`config.mk`:
```
export PLATFORM = sky130hd
export DESIGN_NAME = dmac_addr_count_unit
export DESIGN_NICKNAME = d
export VERILOG_FILES = /design/src/rtl/dmac_pkg.sv /design/src/rtl/dmac_host_if.sv /design/src/rtl/dmac_chan.sv /design/src/rtl/dmac_addr_count_unit.sv
export SDC_FILE = /design/constraint.sdc
export NUM_CORES = 1
export LEC_CHECK = 0
export BUFFER_PORTS_ARGS = -buffer_cell sky130_fd_sc_hd__buf_4
export CORE_ASPECT_RATIO = 1.2
export CORE_MARGIN = 4
export CORE_UTILIZATION = 44
export DETAILED_ROUTE_END_ITERATION = 8
export GPL_ROUTABILITY_DRIVEN = 0
export GPL_TIMING_DRIVEN = 1
export PLACE_DENSITY = 0.72
export SETUP_SLACK_MARGIN = 0.1
export SLEW_MARGIN = 10
export SYNTH_ARGS = -nofsm -noshare
export SYNTH_HDL_FRONTEND = slang
export SYNTH_SLANG_ARGS = --single-unit
```
`constraint.sdc`:
```
create_clock -name clk -period 3.6 [get_ports clk]
set_clock_uncertainty 0.05 [all_clocks]
set_input_delay 0.72 -clock clk [delete_from_list [all_inputs] [get_ports clk]]
set_output_delay 0.72 -clock clk [all_outputs]
set_load 0.05 [all_outputs]
```
`src/rtl/dmac_pkg.sv`:
```
// Shared sizes and host select codes for the DMA address/count unit.
// Assumes REG_W == 2*BYTE_W and four channels (select field is two bits).
package dmac_pkg;
    localparam int NUM_CH = 4;
    localparam int CH_W   = $clog2(NUM_CH);
    localparam int BYTE_W = 8;
    localparam int REG_W  = 2 * BYTE_W;
    localparam int SEL_W  = 4;
    localparam int CTL_W  = 5;

    localparam logic [SEL_W-1:0] SEL_MODE    = 4'h8;
    localparam logic [SEL_W-1:0] SEL_CMD     = 4'h9;
    localparam logic [SEL_W-1:0] SEL_PTR_CLR = 4'hA;
    localparam logic [SEL_W-1:0] SEL_PTR_SET = 4'hB;
    localparam logic [SEL_W-1:0] SEL_MCLR    = 4'hC;
    localparam logic [SEL_W-1:0] SEL_MASK    = 4'hD;

    localparam int CTL_MASK_BIT = 2;
    localparam int CTL_DEC_BIT  = 3;
    localparam int CTL_AUTO_BIT = 4;
endpackage

```
`src/rtl/dmac_host_if.sv`:
```
// Host-side decode: byte pointer, command register and per-channel
// write strobes. Assumes one-cycle strobes and no overlap with steps.
module dmac_host_if
    import dmac_pkg::*;
(
    input  logic              clk,
    input  logic              rst_n,
    input  logic [SEL_W-1:0]  sel,
    input  logic              wr,
    input  logic              rd,
    input  logic [CTL_W-1:0]  ctl,
    output logic              ptr_hi,
    output logic              mclr,
    output logic              tc_clr,
    output logic              cmd_m2m,
    output logic              cmd_hold,
    output logic [NUM_CH-1:0] wr_addr_v,
    output logic [NUM_CH-1:0] wr_cnt_v,
    output logic [NUM_CH-1:0] mode_wr_v,
    output logic [NUM_CH-1:0] mask_wr_v,
    output logic              mode_dec,
    output logic              mode_auto,
    output logic              mask_val
);
    logic chan_acc;
    logic ptr_clr;
    logic ptr_set;

    // Decode strobes from select, strobe and control bits.
    always_comb begin
        chan_acc = (wr | rd) & ~sel[SEL_W-1];
        mclr     = wr & (sel == SEL_MCLR);
        tc_clr   = rd & (sel == SEL_MASK);
        ptr_clr  = wr & (sel == SEL_PTR_CLR);
        ptr_set  = wr & (sel == SEL_PTR_SET);
        for (int i = 0; i < NUM_CH; i++) begin
            wr_addr_v[i] = wr & ~sel[SEL_W-1] & (sel[CH_W:1] == CH_W'(i)) & ~sel[0];
            wr_cnt_v[i]  = wr & ~sel[SEL_W-1] & (sel[CH_W:1] == CH_W'(i)) &  sel[0];
            mode_wr_v[i] = wr & (sel == SEL_MODE) & (ctl[CH_W-1:0] == CH_W'(i));
            mask_wr_v[i] = wr & (sel == SEL_MASK) & (ctl[CH_W-1:0] == CH_W'(i));
        end
    end

    assign mode_dec  = ctl[CTL_DEC_BIT];
    assign mode_auto = ctl[CTL_AUTO_BIT];
    assign mask_val  = ctl[CTL_MASK_BIT];

    // Byte pointer: clear/set commands win over the access toggle.
    always_ff @(posedge clk) begin
        if (!rst_n || mclr || ptr_clr) ptr_hi <= 1'b0;
        else if (ptr_set)              ptr_hi <= 1'b1;
        else if (chan_acc)             ptr_hi <= ~ptr_hi;
    end

    // Command register: memory-to-memory enable and source hold.
    always_ff @(posedge clk) begin
        if (!rst_n || mclr) begin
            cmd_m2m  <= 1'b0;
            cmd_hold <= 1'b0;
        end else if (wr && sel == SEL_CMD) begin
            cmd_m2m  <= ctl[0];
            cmd_hold <= ctl[1];
        end
    end


    ptr_toggle_chk: assert property (@(posedge clk) disable iff (!rst_n)
        chan_acc |=> ptr_hi != $past(ptr_hi));

    mclr_ptr_chk: assert property (@(posedge clk) disable iff (!rst_n)
        mclr |=> !ptr_hi && !cmd_m2m && !cmd_hold);
endmodule

```
`src/rtl/dmac_chan.sv`:
```
// One channel: start/working address and count, mode bits, mask and
// terminal-count bit. Steps on a transfer pulse; reloads on auto mode.
// Assumes host writes and steps never occur in the same cycle.
module dmac_chan
    import dmac_pkg::*;
(
    input  logic              clk,
    input  logic              rst_n,
    input  logic              mclr,
    input  logic              wr_addr,
    input  logic              wr_cnt,
    input  logic              ptr_hi,
    input  logic [BYTE_W-1:0] wdata,
    input  logic              mode_wr,
    input  logic              mode_dec,
    input  logic              mode_auto,
    input  logic              mask_wr,
    input  logic              mask_val,
    input  logic              tc_clr,
    input  logic              step,
    input  logic              ext_eop,
    input  logic              src_mode,
    input  logic              hold_addr,
    output logic [REG_W-1:0]  cur_addr,
    output logic [REG_W-1:0]  cur_cnt,
    output logic              mask,
    output logic              tc,
    output logic              eop_p,
    output logic              page_p
);
    logic [REG_W-1:0] base_addr, base_cnt;
    logic [REG_W-1:0] step_addr, next_addr, next_cnt;
    logic dec_q, auto_q;
    logic wrap, end_svc, reload, host_act;

    // Work out the post-step address and count, including reload.
    always_comb begin
        wrap      = (cur_cnt == '0);
        end_svc   = src_mode ? 1'b0 : (wrap | ext_eop);
        reload    = auto_q & (src_mode ? wrap : end_svc);
        step_addr = hold_addr ? cur_addr : (dec_q ? cur_addr - 1'b1 : cur_addr + 1'b1);
        next_addr = reload ? base_addr : step_addr;
        next_cnt  = reload ? base_cnt  : cur_cnt - 1'b1;
        host_act  = wr_addr | wr_cnt | mclr | mode_wr | mask_wr | tc_clr;
    end

    // Address registers: host byte writes load start and working together.
    always_ff @(posedge clk) begin
        if (!rst_n) begin
            base_addr <= '0;
            cur_addr  <= '0;
        end else if (wr_addr) begin
            if (ptr_hi) begin
                base_addr <= {wdata, base_addr[BYTE_W-1:0]};
                cur_addr  <= {wdata, base_addr[BYTE_W-1:0]};
            end else begin
                base_addr <= {base_addr[REG_W-1:BYTE_W], wdata};
                cur_addr  <= {base_addr[REG_W-1:BYTE_W], wdata};
            end
        end else if (step) begin
            cur_addr <= next_addr;
        end
    end

    // Count registers: same loading rule as the address pair.
    always_ff @(posedge clk) begin
        if (!rst_n) begin
            base_cnt <= '0;
            cur_cnt  <= '0;
        end else if (wr_cnt) begin
            if (ptr_hi) begin
                base_cnt <= {wdata, base_cnt[BYTE_W-1:0]};
                cur_cnt  <= {wdata, base_cnt[BYTE_W-1:0]};
            end else begin
                base_cnt <= {base_cnt[REG_W-1:BYTE_W], wdata};
                cur_cnt  <= {base_cnt[REG_W-1:BYTE_W], wdata};
            end
        end else if (step) begin
            cur_cnt <= next_cnt;
        end
    end

    // Mode bits: direction and auto-reload.
    always_ff @(posedge clk) begin
        if (!rst_n || mclr) begin
            dec_q  <= 1'b0;
            auto_q <= 1'b0;
        end else if (mode_wr) begin
            dec_q  <= mode_dec;
            auto_q <= mode_auto;
        end
    end

    // Mask and terminal-count status; events set, host commands clear.
    always_ff @(posedge clk) begin
        if (!rst_n || mclr) begin
            mask <= 1'b1;
            tc   <= 1'b0;
        end else begin
            if (step && end_svc && !auto_q) mask <= 1'b1;
            else if (mask_wr)               mask <= mask_val;
            if (step && wrap && !src_mode)  tc <= 1'b1;
            else if (tc_clr)                tc <= 1'b0;
        end
    end

    // One-cycle event pulses for the sequencer.
    always_ff @(posedge clk) begin
        if (!rst_n) begin
            eop_p  <= 1'b0;
            page_p <= 1'b0;
        end else begin
            eop_p  <= step & wrap & ~src_mode;
            page_p <= step & (next_addr[REG_W-1:BYTE_W] != cur_addr[REG_W-1:BYTE_W]);
        end
    end


    cnt_dec_chk: assert property (@(posedge clk) disable iff (!rst_n)
        step && cur_cnt != '0 && !ext_eop && !host_act
        |=> cur_cnt == REG_W'($past(cur_cnt) - 1'b1));

    addr_up_chk: assert property (@(posedge clk) disable iff (!rst_n)
        step && cur_cnt != '0 && !ext_eop && !host_act && !dec_q && !hold_addr
        |=> cur_addr == REG_W'($past(cur_addr) + 1'b1));

    tc_set_chk: assert property (@(posedge clk) disable iff (!rst_n)
        step && cur_cnt == '0 && !src_mode && !host_act |=> tc && eop_p);

    end_mask_chk: assert property (@(posedge clk) disable iff (!rst_n)
        step && (cur_cnt == '0 || ext_eop) && !src_mode && !auto_q && !host_act |=> mask);

    reload_chk: assert property (@(posedge clk) disable iff (!rst_n)
        step && (cur_cnt == '0 || ext_eop) && !src_mode && auto_q && !host_act
        |=> cur_addr == base_addr && cur_cnt == base_cnt && $stable(mask));

    src_quiet_chk: assert property (@(posedge clk) disable iff (!rst_n)
        step && src_mode && !host_act |=> !eop_p && $stable(mask) && $stable(tc));

    hold_addr_chk: assert property (@(posedge clk) disable iff (!rst_n)
        step && hold_addr && cur_cnt != '0 && !host_act |=> $stable(cur_addr));
endmodule

```
`src/rtl/dmac_addr_count_unit.sv`:
```
// Top of the DMA address/count unit: host decode, one channel instance
// per DMA channel, host read mux and merged event outputs.
// Assumes the sequencer steps at most one channel per cycle.
module dmac_addr_count_unit
    import dmac_pkg::*;
(
    input  logic              clk,
    input  logic              rst_n,
    input  logic [3:0]        host_sel,
    input  logic              host_wr,
    input  logic              host_rd,
    input  logic [7:0]        host_wdata,
    output logic [7:0]        host_rdata,
    input  logic              xfer_step,
    input  logic [1:0]        xfer_ch,
    input  logic              xfer_ext_eop,
    output logic [15:0]       cur_addr_o,
    output logic [3:0]        chan_mask_o,
    output logic              eop_o,
    output logic              page_o
);
    logic ptr_hi, mclr, tc_clr, cmd_m2m, cmd_hold;
    logic mode_dec, mode_auto, mask_val;
    logic [NUM_CH-1:0] wr_addr_v, wr_cnt_v, mode_wr_v, mask_wr_v;
    logic [NUM_CH-1:0] mask_v, tc_v, eop_v, page_v;
    logic [REG_W-1:0]  addr_a [NUM_CH];
    logic [REG_W-1:0]  cnt_a  [NUM_CH];
    logic [REG_W-1:0]  rd_reg;

    dmac_host_if u_host (
        .clk       (clk),
        .rst_n     (rst_n),
        .sel       (host_sel),
        .wr        (host_wr),
        .rd        (host_rd),
        .ctl       (host_wdata[CTL_W-1:0]),
        .ptr_hi    (ptr_hi),
        .mclr      (mclr),
        .tc_clr    (tc_clr),
        .cmd_m2m   (cmd_m2m),
        .cmd_hold  (cmd_hold),
        .wr_addr_v (wr_addr_v),
        .wr_cnt_v  (wr_cnt_v),
        .mode_wr_v (mode_wr_v),
        .mask_wr_v (mask_wr_v),
        .mode_dec  (mode_dec),
        .mode_auto (mode_auto),
        .mask_val  (mask_val)
    );

    for (genvar g = 0; g < NUM_CH; g++) begin : g_ch
        logic src_mode, hold_addr;
        if (g == 0) begin : g_src
            assign src_mode  = cmd_m2m;
            assign hold_addr = cmd_m2m & cmd_hold;
        end else begin : g_plain
            assign src_mode  = 1'b0;
            assign hold_addr = 1'b0;
        end

        dmac_chan u_chan (
            .clk       (clk),
            .rst_n     (rst_n),
            .mclr      (mclr),
            .wr_addr   (wr_addr_v[g]),
            .wr_cnt    (wr_cnt_v[g]),
            .ptr_hi    (ptr_hi),
            .wdata     (host_wdata),
            .mode_wr   (mode_wr_v[g]),
            .mode_dec  (mode_dec),
            .mode_auto (mode_auto),
            .mask_wr   (mask_wr_v[g]),
            .mask_val  (mask_val),
            .tc_clr    (tc_clr),
            .step      (xfer_step && xfer_ch == CH_W'(g)),
            .ext_eop   (xfer_ext_eop),
            .src_mode  (src_mode),
            .hold_addr (hold_addr),
            .cur_addr  (addr_a[g]),
            .cur_cnt   (cnt_a[g]),
            .mask      (mask_v[g]),
            .tc        (tc_v[g]),
            .eop_p     (eop_v[g]),
            .page_p    (page_v[g])
        );
    end

    // Host read mux: channel register byte or status.
    always_comb begin
        rd_reg = host_sel[0] ? cnt_a[host_sel[CH_W:1]] : addr_a[host_sel[CH_W:1]];
        if (!host_sel[SEL_W-1])
            host_rdata = ptr_hi ? rd_reg[REG_W-1:BYTE_W] : rd_reg[BYTE_W-1:0];
        else if (host_sel == SEL_MASK)
            host_rdata = {mask_v, tc_v};
        else
            host_rdata = '0;
    end

    assign cur_addr_o  = addr_a[xfer_ch];
    assign chan_mask_o = mask_v;
    assign eop_o       = |eop_v;
    assign page_o      = |page_v;


    eop_single_chk: assert property (@(posedge clk) disable iff (!rst_n)
        $onehot0(eop_v));

    page_after_step_chk: assert property (@(posedge clk) disable iff (!rst_n)
        page_o |-> $past(xfer_step));
endmodule

```
* Word-level counts from Yosys, hierarchy flattened
Cells that the tools add are included. Widths: inputs -> output; s select.
Storage, ports and cells: bits in registers 283, bits of input ports 20, output and inout port bits 30, logic and storage cells 243
Operators by class: $add $sub $neg 12, order comparisons 2, equal/unequal tests 20, muxes and demuxes 59, bitwise gates (word level) 53, reduce and logical (&&, ||, !) cells 53
Operators with widths (count):
- $mux 16 | 44
- $sub 16x1->16 const B | 8
- $bmux 16 s2 | 3
- $add 16x1->16 const B | 4
- $logic_not 16->1 | 4
- $and 1x1->1 | 42
- $ne 8x8->1 | 4
- $reduce_bool 2->1 | 13
- $eq 4x4->1 const B | 6
- $mux 8 | 3
- $logic_and 1x1->1 | 18
- $eq 2x2->1 const B | 6
- $mux 1 | 9
- $reduce_or 2->1 | 4
- $reduce_or 4->1 | 2
- $eq 2x1->1 const B | 3
- $ge 3x3->1 const B | 2
- $logic_not 1->1 | 6
- $logic_not 2->1 | 3
- $not 2->3 | 2
- $or 1x1->1 | 5
- $not 1->1 | 4
- $ne 3x2->1 const B | 1
- $logic_or 1x1->1 | 2
- $reduce_and 2->1 | 1

* Longest topological paths before layout
Gate-level depths: netlist of run 1.
depth in word-level cells 8, depth in mapped cells 11, depth with buffers taken out 10

* Cells and area by module
From an unflattened synthesis of run 1, not the netlist that was laid out.
Unflattened totals: cell total of the unflattened synthesis 2595, area total of the unflattened synthesis 20673.6 um2
Modules (own cells, without submodules):
- dmac_chan at g_ch[1].u_chan ... | instances 3, cells each 588, area each 4619.4 um2, sequential area each 1401.3 um2
- dmac_chan at g_ch[0].u_chan | instances 1, cells each 627, area each 4858.4 um2, sequential area each 1401.3 um2
- dmac_addr_count_unit | instances 1, cells each 152, area each 1611.5 um2, sequential area each 0.0 um2
- dmac_host_if | instances 1, cells each 52, area each 345.3 um2, sequential area each 60.1 um2

* Worst setup path after synthesis of run 1
OpenSTA, ideal clock, no wires.
path type input to output, from input host_sel[2], to output host_rdata[6], arrival 3.005 ns, required time 2.830 ns, slack -0.175 ns, cell stages on the path 5, path buffers 2, cell sequence clkbuf_1 > buf_1 > mux4_2 > mux4_2 > a22o_1
On the way: longest elaborated chain between the ends 7, elaborated cells between the ends (all ways) 12, classes of those cells eq/ne: 1; mux: 10; bitwise: 1
RTL lines:
- start, declared | line dmac_addr_count_unit.sv:9 | input logic [3:0] host_sel,
- $not 2->3 (not written as such) | line dmac_addr_count_unit.sv:90 | rd_reg = host_sel[0] ? cnt_a[host_sel[CH_W:1]] : addr_a[host_sel[CH_W:1]];
- $bmux 16 s2 | line dmac_addr_count_unit.sv:90
- $mux 16 (not written as such) (2 in series) | line dmac_addr_count_unit.sv:90
- $mux 16 | line dmac_addr_count_unit.sv:90
- $mux 8 | line dmac_addr_count_unit.sv:92 | host_rdata = ptr_hi ? rd_reg[REG_W-1:BYTE_W] : rd_reg[BYTE_W-1:0];
- $mux 8 * | line dmac_addr_count_unit.sv:91 | if (!host_sel[SEL_W-1])
- end, declared | line dmac_addr_count_unit.sv:13 | output logic [7:0] host_rdata,
Every way passes the cells marked *; elsewhere a longest branch is shown, timed or not. The select of a mux whose other input is x is not followed.

* Worst setup path in the final report of run 1
from input host_sel[2], to output host_rdata[1]
The elaborated chain is that of the path after synthesis.

==> results of run 1 <==
==> sequential cells by signal, indices dropped and copies added (netlist names), 64 cells and up <==
signal / flops
g_ch.u_chan.cur_addr: 64
g_ch.u_chan.base_cnt: 64
g_ch.u_chan.base_addr: 64
g_ch.u_chan.cur_cnt: 64
==> kinds of logic after synthesis <==
logic type                 after synthesis  share of synthesized area
buffers and inverters                  248                     0.0523
xor gates and xnor gates                94                     0.0461
and+or+nand+nor                        861                      0.203
AOI/OAI and AO/OA                      875                      0.283
DFF                                    283                      0.293
muxes                                   80                     0.0779
adders and majority gates               68                     0.0455
==> worst max-delay path, cell delays in order <==
cell	delay [ns]
buf_6	0.19
buf_12	0.21
mux4_2	0.53
mux4_2	0.49
a22o_1	0.27
buf_4	0.22
==> area by class of cell <==
class | count | area [µm²] | share of cell area
Clock buffer | 40 | 840 | 0.0390
Inverter | 61 | 234 | 0.0109
Clock inverter | 15 | 254 | 0.0118
Multi-Input combinational cell | 1978 | 12700 | 0.591
Timing Repair Buffer | 145 | 1120 | 0.0519
Sequential cell | 283 | 5670 | 0.263
Tap cell | 552 | 691 | 0.0321
==> routing by layer <==
layer,vias to the layer above,track usage
met3,358,0.0775
met1,9602,0.379
met2,1310,0.446
met4,4,0.212
li1,9213,-
met5,-,0
==> stage by stage <==
stage          worst slack, ns  std cells  area, µm²   util
6_report                 0.184       3074      21500  0.498
3_3_place_gp             0.184       3019      20400  0.473
2_1_floorplan           0.0824       2509      19400      -
3_5_place_dp             0.143       3019      20400  0.473
5_1_grt                  0.148       3074      21500  0.498
4_1_cts                  0.143       3074      21500  0.498
==> placed cells by master (no fill, tap or decap), types with 56 or more instances in the layout <==
cell and n:
dfxtp_1 282, nand3_1 61, nor2_1 151, nand2_1 411
mux4_2 56, buf_4 142, o21ai_0 225, a211oi_1 79
a21oi_1 284, inv_1 59, nor3_1 63, ha_1 64
==> power groups by stage <==
stage	Sequential, mW	Combinational, mW	Clock [mW]
2_1_floorplan	3.38	1.07	0
3_3_place_gp	3.47	1.46	0
3_5_place_dp	3.47	1.48	0
4_1_cts	3.40	1.49	3.54
5_1_grt	3.41	1.65	3.66
6_report	3.41	1.54	3.52
==> worst paths after layout <==
path                            slack, ns                       start  cells after the start                          to
worst max register to register       0.32        g_ch[3].u_chan.dec_q                     10       g_ch[3].u_chan.page_p
worst max-delay path                 0.18                 host_sel[2]                      6               host_rdata[1]
worst min register to register       0.40  g_ch[3].u_chan.base_cnt[8]                      2  g_ch[3].u_chan.base_cnt[8]
worst min-delay path                 0.40  g_ch[3].u_chan.base_cnt[8]                      2  g_ch[3].u_chan.base_cnt[8]
==> what timing repair did <==
action                     in CTS  in global routing
hold buffers                    0                  0
hold endpoints to repair        0                  0
setup endpoints to repair       0                  4
gates resized for setup         0                  2
==> results.md, run 1 <==
- Slew Viols, Final: 0
- Vias after detailed routing: 20500
- Hold crit path type: register to register
- Starting density of the core: 0.448
- Die area: 0.0474 mm²
- Vias in the first global route: 19100
- Clk network pwr share: 0.416
- Detail Route Antenna Nets: 0
- Detailed placer's ending HPWL: 52600 µm
- Met1 Wirelength: 27100 µm
- Maximum vdd drop: 0.000442 V
- Synthesized flop and latch total: 283
- CTS tree: yes
- Fmax achieved: 293 MHz
- Area leader, netlist: dfxtp_1
- Post-Route WL: 74200 µm
- Share of the synthesized area in the top cell type: 0.293
- Gr ovfl total: 0
- Share of layout cells above drive strength 1: 0.120
- P&R area growth vs syn: 11.1%
- Combinational power share: 0.182
- Die X: 200 µm
- DRT iter0 DRCs: 2509
- CTS buffer count: 31
- Drt pass-1 iters: 6
- Post-synth EDFFs: 0
- Worst rel slew slack: 0.313
- Worst-margin pin slew: 1.03 ns
- Net Count, Synth: 2597
- DR WL met3: 8830 µm
- Wire length per cell: 24.1 µm
- Max layer used: met5
- Net count, final: 2588
- Synthesized cell area: 0.0194 mm²
- Count of cell types in the netlist: 90
- Worst Hold Slack: 0.402 ns
- Sequential share of power: 0.403
- Static Leakage: 7.99 nW
- CP max FO: 18
- N_diodes: 0
- All-Layer GR Usage: 0.301
- Worst EP required: 2.83 ns
- Fill cell count: 4130
- # rows: 83
- Global-route wire length before repair: 113000 µm
- Setup Crit Path Kind: input port to output pin
- Gate Count Post-Synth: 2509
- Yosys warns: 0
- Post-CTS Setup Bufs: 0
- H-tree depth: 1
- Total of max-cap violations: 0
- Initial antenna violation count: 3
- Register area share after synthesis: 0.293
- Met2 Wirelength: 31600 µm
- Most common cell in the netlist: nand2_1
- Core area: 0.0432 mm²
- Switching share of power: 0.301
- IO buf count: 49
- Switch Pwr: 2.55 mW
- Top cells by area, synth: dfxtp_1 29%, nand2_1 8.0%, a21oi_1 7.3%
- Crit start category: input port
- Clk buf depth: 3
- Period Utilization, post-route: 0.949
- Setup tns final: 0 ns
- Clock Latency Late Sink: 0.59 ns
- Clock sinks: 283
- Top cells by count, synth: 411 x nand2_1, 284 x a21oi_1, 283 x dfxtp_1
- Vias per cell: 6.66
- Largest net degree at the start of global routing: 85
- Internal power: 5.93 mW
- Root Buffer: clkbuf_16
- Io pins: 50
- Ys async rst share: 0
- Status: finished, final reports clean
- Final Hold Fails: 0
- Final Power: 8.48 mW
- Prevailing post-synth register cell: dfxtp_1
- Tmin final: 3.42 ns
- P per Cell Area: 394 mW/mm²
- Worst-path clk slew: 0.06 ns
- CP endpoint kind: output pin
- Avg Cell Area, Syn: 7.72 µm²
- Chip Height: 238 µm
- Final Setup Violations: 0
- RSZ-0062 raised after global routing: no
- DRC viols: 0
- WP data arrival: 2.65 ns
Power figures use the tool's default switching activity.
==> run 2, diff against run 1 <==
--- a/config.mk
+++ b/config.mk
@@ -7,7 +7,7 @@
 export LEC_CHECK = 0
 export BUFFER_PORTS_ARGS = -buffer_cell sky130_fd_sc_hd__buf_4
 export CORE_ASPECT_RATIO = 1.2
-export CORE_MARGIN = 4
+export CORE_MARGIN = 2
 export CORE_UTILIZATION = 44
 export DETAILED_ROUTE_END_ITERATION = 8
 export GPL_ROUTABILITY_DRIVEN = 0
==> run 2 against run 1 <==
- first-iteration DRC count fell by 6.3%
- hold slack improved by 0.0046 ns
- highest routed layer unchanged
- cell count rose by 0.33%
- setup slack improved by 0.020 ns
- total power fell by 3.6%
- critical endpoint unchanged
- die area fell by 3.7%
- utilization fell by 0.56 points
- non-clock buffer count rose by 3
- global-route usage rose by 1.8 points
- count of clock-buffer cells in the layout rose by 4
- critical path depth did not move
==> results.md, run 2 (synthesis gave the netlist of run 1 again) <==
- RSZ-0062 raised after global routing: yes (was no)
- Gr ovfl total: 0 (unchanged)
- DRT iter0 DRCs: 2352 (was 2509)
- Clock sinks: 283 (unchanged)
- Clk buf depth: 3 (unchanged)
- Tmin final: 3.40 ns (was 3.42 ns)
- CTS buffer count: 30 (was 31)
- DRC viols: 0 (unchanged)
- Core area: 0.0436 mm² (was 0.0432 mm²)
- Global-route wire length before repair: 113000 µm (about the same)
- Crit start category: input port (unchanged)
- Final Hold Fails: 0 (unchanged)
- Initial antenna violation count: 2 (was 3)
- Most frequent cells in the layout: 411 x nand2_1, 283 x a21oi_1, 282 x dfxtp_1, 225 x o21ai_0, 150 x nor2_1 (was 411 x nand2_1, 284 x a21oi_1, 282 x dfxtp_1, 225 x o21ai_0, 151 x nor2_1)
- Chip Height: 234 µm (was 238 µm)
- Maximum vdd drop: 0.000365 V (was 0.000442 V)
- Vias after detailed routing: 20500 (about the same)
- CTS tree: yes (unchanged)
- All-Layer GR Usage: 0.319 (was 0.301)
- Worst-margin pin slew: 0.932 ns (was 1.03 ns)
- Drt pass-1 iters: 8 (was 6)
- Worst-path clk slew: 0.06 ns (about the same)
- Setup tns final: 0 ns (unchanged)
- Worst EP required: 2.83 ns (about the same)
- Clock Latency Late Sink: 0.59 ns (about the same)
- Root Buffer: clkbuf_16 (unchanged)
- Largest net degree at the start of global routing: 95 (was 85)
- P&R area growth vs syn: 10.9% (was 11.1%)
- WP data arrival: 2.63 ns (was 2.65 ns)
- Period Utilization, post-route: 0.943 (was 0.949)
- P per Cell Area: 381 mW/mm² (was 394 mW/mm²)
- Io pins: 50 (unchanged)
- Slew Viols, Final: 0 (unchanged)
- # rows: 84 (was 83)
- Total of max-cap violations: 0 (unchanged)
- H-tree depth: 1 (unchanged)
- CP max FO: 36 (was 18)
- IO buf count: 49 (unchanged)
- Setup Crit Path Kind: input port to output pin (unchanged)
- Vias per cell: 6.65 (was 6.66)
- Commonest non-fill, non-tap cell in the layout: nand2_1 (unchanged)
- Die X: 196 µm (was 200 µm)
- Post-Route WL: 74700 µm (was 74200 µm)
- Final Core Density: 0.493 (was 0.498)
- Share of layout cells above drive strength 1: 0.120 (about the same)
- Final Setup Violations: 0 (unchanged)
- Fmax achieved: 295 MHz (was 293 MHz)
- Wire length per cell: 24.2 µm (was 24.1 µm)
- Net count, final: 2590 (was 2588)
- Vias in the first global route: 19200 (was 19100)
- Detailed placer's ending HPWL: 53400 µm (was 52600 µm)
- Die area: 0.0457 mm² (was 0.0474 mm²)
- Hold crit path type: register to register (unchanged)
- Starting density of the core: 0.444 (was 0.448)
- Detail Route Antenna Nets: 0 (unchanged)
- Worst rel slew slack: 0.378 (was 0.313)
- CP endpoint kind: output pin (unchanged)
- Post-CTS Hold Fix Bufs: 0 (unchanged)
- Status: finished, final reports clean (unchanged)
- Static Leakage: 7.96 nW (was 7.99 nW)
## run 2: cell types whose count changed in the layout (fill, tap and decap cells not counted), moves of 2 or more
cell       change
bufinv_16      -5
buf_12         +2
diode_2        +3
clkbuf_8       +4
buf_4          +2
clkinv_4       +2
clkinv_2       -4
## run 2: final timing paths
check | startpoint | to | slack [ns] | depth (start not counted)
max reg2reg | g_ch[2].u_chan.dec_q | g_ch[2].u_chan.page_p | 0.21 | 9
max | host_sel[1] | host_rdata[1] | 0.20 | 6
min | g_ch[1].u_chan.base_cnt[10] | g_ch[1].u_chan.base_cnt[10] | 0.41 | 2
min reg2reg | g_ch[1].u_chan.base_cnt[10] | g_ch[1].u_chan.base_cnt[10] | 0.41 | 2
## run 2: area by class of cell
cell class                 count  area (µm²)
antenna                        3        7.51
fill                        4078       22100
sequential                   283        5670
tap                          559         699
clock inverter                 8         101
timing repair buffer         148        1160
inverter                      61         234
multi-input combinational   1978       12700
clock buffer                  44         895
## run 2: worst max-delay path, cell delays in order
cell and delay (ns):
buf_4 0.36, buf_4 0.25, mux4_2 0.32, mux4_2 0.49, a22o_1 0.26, buf_4 0.21
## run 2: report_power, final
group | internal [mW] | switching, mW | total [mW]
registers | 3.23 | 0.189 | 3.42
logic | 0.575 | 0.976 | 1.55
clock network | 1.85 | 1.36 | 3.21
## run 2: timing repair
item	CTS	global route
resized for setup	0	2
endpoints found under the setup margin	0	4
buffers inserted	0	0
## run 2: per-layer routing
metal  global-route usage  share of wire
met2                0.499           0.43
met3               0.0882           0.12
met1                0.369           0.36
met5                    0       0.000094
met4                0.255          0.094
## run 2: per-stage QoR
stage          power, mW  cell area, µm²  setup slack, ns  instances  hold slack [ns]
2_1_floorplan       4.44           19400           0.0824       2509            0.382
3_3_place_gp        4.93           20500            0.251       3029            0.393
3_5_place_dp        4.96           20500            0.229       3029            0.397
4_1_cts             8.10           21500            0.221       3081            0.406
5_1_grt             8.40           21500           0.0672       3081            0.418
6_report            8.18           21500            0.205       3084            0.407
